[src/rtl/pit_pkg.sv]
// Package: shared sizes and the rate-code decode for the periodic generator.
// Assumes the time base is 32768 ticks per second (15-bit counter).
package pit_pkg;
    localparam int TB_W   = 15;
    localparam int RATE_W = 4;

    // Map a rate code to the low-bit mask of its period (period - 1).
    function automatic logic [TB_W-1:0] period_mask(input logic [RATE_W-1:0] code);
        logic [RATE_W-1:0] eff;
        logic [TB_W:0]     per;
        eff = code;
        if (code == RATE_W'(1))      eff = RATE_W'(8);
        else if (code == RATE_W'(2)) eff = RATE_W'(9);
        if (eff == '0) return '0;
        per = (TB_W+1)'(1) << (eff - RATE_W'(1));
        return per[TB_W-1:0] - 1'b1;
    endfunction
endpackage

[src/rtl/pit_prescaler.sv]
// Prescaler: divides clk by CLK_DIV into a one-clock time-base tick.
// Assumes CLK_DIV >= 2, so ticks are never on adjacent clocks.
module pit_prescaler #(
    parameter int CLK_DIV = 7629
) (
    input  logic clk,
    input  logic rst_n,
    output logic tick
);
    localparam int DW = (CLK_DIV > 2) ? $clog2(CLK_DIV) : 1;
    localparam logic [DW-1:0] LAST = DW'(CLK_DIV - 1);

    logic [DW-1:0] div_cnt;

    // Count clocks and emit a registered tick on every wrap.
    always_ff @(posedge clk) begin
        if (!rst_n) begin
            div_cnt <= '0;
            tick    <= 1'b0;
        end else if (div_cnt == LAST) begin
            div_cnt <= '0;
            tick    <= 1'b1;
        end else begin
            div_cnt <= div_cnt + 1'b1;
            tick    <= 1'b0;
        end
    end
endmodule

[src/rtl/pit_timebase.sv]
// Timebase: a free-running tick counter that only reset clears.
// Assumes the period masks used with it divide 2^TB_W.
module pit_timebase
    import pit_pkg::*;
(
    input  logic            clk,
    input  logic            rst_n,
    input  logic            tick,
    output logic [TB_W-1:0] cnt
);
    // Advance once per tick and wrap naturally.
    always_ff @(posedge clk) begin
        if (!rst_n)    cnt <= '0;
        else if (tick) cnt <= cnt + 1'b1;
    end
endmodule

[src/rtl/pit_event.sv]
// Event stage: detects aligned period boundaries and drives the flag pulses
// and the square wave. Assumes tick is a one-clock pulse and that cnt is the
// count before this tick's increment.
module pit_event
    import pit_pkg::*;
(
    input  logic            clk,
    input  logic            rst_n,
    input  logic            tick,
    input  logic [TB_W-1:0] cnt,
    input  logic [TB_W-1:0] mask,
    input  logic            active,
    input  logic            pie_en,
    input  logic            sqw_en,
    output logic            pf_set,
    output logic            irq_set,
    output logic            sqw_out
);
    logic [TB_W-1:0] cnt_nxt;
    logic            boundary;

    // Decide whether the count this tick reaches is a multiple of the period.
    always_comb begin
        cnt_nxt  = cnt + 1'b1;
        boundary = tick && active && ((cnt_nxt & mask) == '0);
    end

    // Register the periodic flag pulse.
    always_ff @(posedge clk) begin
        if (!rst_n) pf_set <= 1'b0;
        else        pf_set <= boundary && pie_en;
    end

    // Register the summary interrupt pulse that goes with the periodic flag.
    always_ff @(posedge clk) begin
        if (!rst_n) irq_set <= 1'b0;
        else        irq_set <= boundary && pie_en;
    end

    // Toggle the square wave on boundaries; hold it low when disabled.
    always_ff @(posedge clk) begin
        if (!rst_n || !sqw_en) sqw_out <= 1'b0;
        else if (boundary)     sqw_out <= !sqw_out;
    end
endmodule

[src/rtl/periodic_irq_gen.sv]
// Top: periodic interrupt and square-wave generator on a 32 kHz time base.
// Assumes rate_sel and the enables are synchronous to clk.
module periodic_irq_gen
    import pit_pkg::*;
#(
    parameter int CLK_DIV = 7629
) (
    input  logic              clk,
    input  logic              rst_n,
    input  logic [RATE_W-1:0] rate_sel,
    input  logic              pie_en,
    input  logic              sqw_en,
    output logic              pf_set,
    output logic              irq_set,
    output logic              sqw_out
);
    logic            tick;
    logic [TB_W-1:0] cnt;
    logic [TB_W-1:0] mask;
    logic            active;

    // Decode the rate field and the run condition.
    always_comb begin
        mask   = period_mask(rate_sel);
        active = (rate_sel != '0) && (pie_en || sqw_en);
    end

    pit_prescaler #(.CLK_DIV(CLK_DIV)) u_pre (
        .clk(clk), .rst_n(rst_n), .tick(tick)
    );

    pit_timebase u_tb (
        .clk(clk), .rst_n(rst_n), .tick(tick), .cnt(cnt)
    );

    pit_event u_evt (
        .clk(clk), .rst_n(rst_n), .tick(tick), .cnt(cnt), .mask(mask),
        .active(active), .pie_en(pie_en), .sqw_en(sqw_en),
        .pf_set(pf_set), .irq_set(irq_set), .sqw_out(sqw_out)
    );
endmodule

[config.mk]
export PLATFORM = sky130hd
export DESIGN_NAME = periodic_irq_gen
export DESIGN_NICKNAME = d
export VERILOG_FILES = /design/src/rtl/pit_pkg.sv /design/src/rtl/pit_prescaler.sv /design/src/rtl/pit_timebase.sv /design/src/rtl/pit_event.sv /design/src/rtl/periodic_irq_gen.sv
export SDC_FILE = /design/constraint.sdc
export NUM_CORES = 1
export LEC_CHECK = 0
export ABC_AREA = 1
export BUFFER_PORTS_ARGS = -buffer_cell sky130_fd_sc_hd__buf_2
export CORE_ASPECT_RATIO = 0.5
export CORE_MARGIN = 3
export CORE_UTILIZATION = 55
export CTS_CLUSTER_DIAMETER = 50
export DETAILED_ROUTE_END_ITERATION = 10
export PLACE_DENSITY = 0.82
export SKIP_LAST_GASP = 1
export SLEW_MARGIN = 30
export SYNTH_ARGS = -nofsm -noshare
export SYNTH_HDL_FRONTEND = slang
export SYNTH_HIERARCHICAL = 1
export SYNTH_SLANG_ARGS = --single-unit
export TNS_END_PERCENT = 20
[constraint.sdc]
create_clock -name clk -period 4.5 [get_ports clk]
set_input_delay 0.45 -clock clk [delete_from_list [all_inputs] [get_ports clk]]
set_output_delay 0.45 -clock clk [all_outputs]
set_load 0.02 [all_outputs]
==> flow_metrics.env <==
export IMPL_status="complete, no violations"
export IMPL_final_cell_mix="nand2_1 (95), nor2_1 (60), inv_1 (50)"
export IMPL_placed_area_mm2=0.002569
export IMPL_synth_edff_count=0
export IMPL_rsz0062_at_grt="false"
export IMPL_rows=16
export IMPL_synth_ff_type="dfxtp_1"
export IMPL_power_density_mw_per_mm2=208.6
export IMPL_regArea_um2=620.6
export IMPL_syn_to_final_growth_pct=6.523
export IMPL_period_minus_slack_ps=1870
export IMPL_async_flop_share=0
export IMPL_drc=0
export IMPL_peakVddDrop_mv=0.2047
export IMPL_pwr_share_clk=0.390
export IMPL_finalCritPeriodShare=0.4155
export IMPL_cts_tree="done"
export IMPL_grt_use_total=0.2185
export IMPL_crit_path_start_kind="input pin"
export IMPL_die_area_mm2=0.005427
export IMPL_grt_pass1_vias=2294
export IMPL_grt_overflow_total=0
export IMPL_num_antenna_cells=0
export IMPL_slowest_stage="xor2_1"
export IMPL_r2r_slack_ps=2720
export IMPL_synth_avg_cell_area_um2=6.265
export IMPL_multi_input_area_mm2=0.001615
export IMPL_timing_rr_end="u_evt/sqw_out$_SDFFE_PP0P_"
export IMPL_place_hpwl_um=4165
export IMPL_hold_viol=0
export IMPL_drv_cap=0
export IMPL_firstDrtPassIters=5
export IMPL_fp_dieH_um=53.61
export IMPL_holdPathEnd="u_evt/irq_set$_SDFF_PN0_"
export IMPL_ant_nets=0
export IMPL_drt_iter0_markers=131
export IMPL_clock_root_buffer="clkbuf_8"
export IMPL_worstPathRequired_ps=4720
export IMPL_reg2reg_depth=13
export IMPL_final_layout_size_suffix_gt1_frac=0.1679
export IMPL_worst_path_max_fanout=6
export IMPL_combPwrFrac=0.106
export IMPL_ys_types=31
export IMPL_synth_seq_area_share=0.2489
export IMPL_swShare=0.2501
export IMPL_place_gp_congestion=0.9075
export IMPL_coreArea_mm2=0.004124
export IMPL_cts_sinks=31
export IMPL_p_leak_nw=1.139
export IMPL_cp_arrival_ps=2090
export IMPL_final_nets=424
export IMPL_grt_max_degree=20
export IMPL_path_clk_slew_ps=60
export IMPL_p_sw_mw=0.1386
export IMPL_hp_start="pie_en"
export IMPL_portBuffers=10
export IMPL_synth_seq_cells=31
export IMPL_min_path_cells=3
export IMPL_hold_path_class="in -> reg"
export IMPL_synth_area_mm2=0.002494
export IMPL_cts_resized=0
export IMPL_setup_viol=0
export IMPL_path_class="in -> reg"
export IMPL_netlist_instances=398
export IMPL_layout_commonest_cell="nand2_1"
export IMPL_via_count=2517
export IMPL_routed_wl_um=5467
export IMPL_slowest_delay_ps=200
export IMPL_clk_latency_ps=280
export IMPL_fin_skew_ps=2.565
export IMPL_fillCellCount=393
export IMPL_timing_rr_start="u_tb/cnt[0]$_SDFFE_PN0P_"
export IMPL_power_frac_seq=0.504
export IMPL_antenna_found_initial=0
export IMPL_max_freq_mhz=534.8
export IMPL_vias_per_cell=5.413
export IMPL_cts_max_path_buffers=2
export IMPL_drv_slew=0
export IMPL_die_x_um=101.2
export IMPL_cts_setup_buffers=0
export IMPL_cp_end_kind="register"
export IMPL_cp_cell_sequence="buf_2, nand2_2, inv_2, nand2_1, nand3_4, nor2_4, xor2_1, nor2_1, nand2_1, nor2_1, nor2_2, nand2_2, nor2_4, nand3_2, nand2_1, inv_1, nor2_1"
export IMPL_wire_per_inst_um=11.76
export IMPL_grt_pass1_wl_um=9480
export IMPL_hold_buffers=0
export IMPL_htreeDepth=2
export IMPL_final_setup_tns_ps=0
export IMPL_intPower_mw=0.4156
export IMPL_start_util=0.6047
export IMPL_yosys_warnings=6
export IMPL_ios=11
export IMPL_cts_buffers_inserted=5
export IMPL_design_area_mm2=0.002656
## layer usage
layer | wire (µm) | global-route usage | vias to the layer above
met5 | 0 | 0 | -
li1 | - | - | 1291
met1 | 2424 | 0.2516 | 1145
met3 | 300 | 0.04269 | 7
met2 | 2694 | 0.4091 | 74
met4 | 47 | 0.08609 | 0
## synthesized netlist by cell type, types with 3 or more instances
master	instances	area (µm²)
o21ai_0	8	40.04
nand3_1	34	170.2
a31oi_1	3	18.77
inv_1	50	187.7
inv_2	6	22.52
a21oi_1	19	95.09
nand3_2	7	70.07
nand2_4	3	33.78
ha_1	5	62.56
nand2_2	8	50.05
nor3_1	6	30.03
a21oi_2	4	35.03
nand4_1	17	106.4
nor2_1	60	225.2
xor2_1	5	43.79
nand2_1	95	356.6
nor2_4	10	112.6
nor2_2	11	68.82
buf_6	3	33.78
dfxtp_1	31	620.6
## registers in the layout, summed over array words and instances (netlist names)
signal         flops
u_tb/cnt          15
u_pre/div_cnt     13
u_evt/irq_set      1
u_evt/sqw_out      1
u_pre/tick         1
## cells by family (layout without fill, tap and decap cells)
| kind of cell | count (synthesis) | in the layout | share of synthesized area |
|---|---|---|---|
| flops | 31 | 31 | 0.2489 |
| other cells | 1 | 2 | 0.001504 |
| fa+ha+maj | 5 | 5 | 0.02509 |
| buf+inv | 62 | 74 | 0.1049 |
| compound gates | 36 | 36 | 0.08078 |
| simple gates | 256 | 256 | 0.5143 |
| xor+xnor | 7 | 7 | 0.02459 |
## power by group through the flow
stage | Combinational, mW | Sequential, mW | Clock, mW
4_1_cts | 0.0586 | 0.279 | 0.225
2_1_floorplan | 0.0447 | 0.285 | 0
5_1_grt | 0.0666 | 0.279 | 0.236
6_report | 0.0589 | 0.279 | 0.216
3_3_place_gp | 0.0561 | 0.285 | 0
3_5_place_dp | 0.0582 | 0.285 | 0
## worst max-delay path, delay by kind of cell
kind	cells	cell delay [ps]
XOR/XNOR	1	200
AND/OR/NAND/NOR	13	1200
buffers and inverters	3	250
## area by class of cell
class | count | share of cell area
clock buffers | 6 | 0.03109
multi-input cells | 306 | 0.6081
inverters | 57 | 0.08102
clock inverters | 1 | 0.001884
repair buffers | 10 | 0.01884
well taps | 54 | 0.02544
flip-flops and latches | 31 | 0.2336
## how the worst max path moves through the flow
stage / from / to / slack [ps] / depth (start not counted)
finish: rate_sel[0] / u_evt/sqw_out$_SDFFE_PP0P_ / 2630 / 17
global route: rate_sel[2] / u_evt/sqw_out$_SDFFE_PP0P_ / 2420 / 18
CTS: rate_sel[0] / u_evt/sqw_out$_SDFFE_PP0P_ / 2650 / 17
detailed placement: rate_sel[0] / u_evt/sqw_out$_SDFFE_PP0P_ / 2370 / 17
global placement: rate_sel[0] / u_evt/sqw_out$_SDFFE_PP0P_ / 2400 / 17
floorplan: rate_sel[2] / u_evt/sqw_out$_SDFFE_PP0P_ / 2680 / 16
## metrics by stage
stage / cells / total power, mW / utilization / setup slack (ps) / hold WS (ps)
global placement: 458 / 0.3412 / 0.6229 / 2396 / 442.2
detailed placement: 458 / 0.3435 / 0.6229 / 2368 / 461.5
global route: 465 / 0.5819 / 0.6441 / 2420 / 430.7
finish: 465 / 0.5542 / 0.6441 / 2630 / 415.5
floorplan: 399 / 0.3295 / - / 2675 / 429.6
CTS: 465 / 0.5632 / 0.6441 / 2647 / 404.2
No activity file was read; power rests on OpenSTA's default activity.
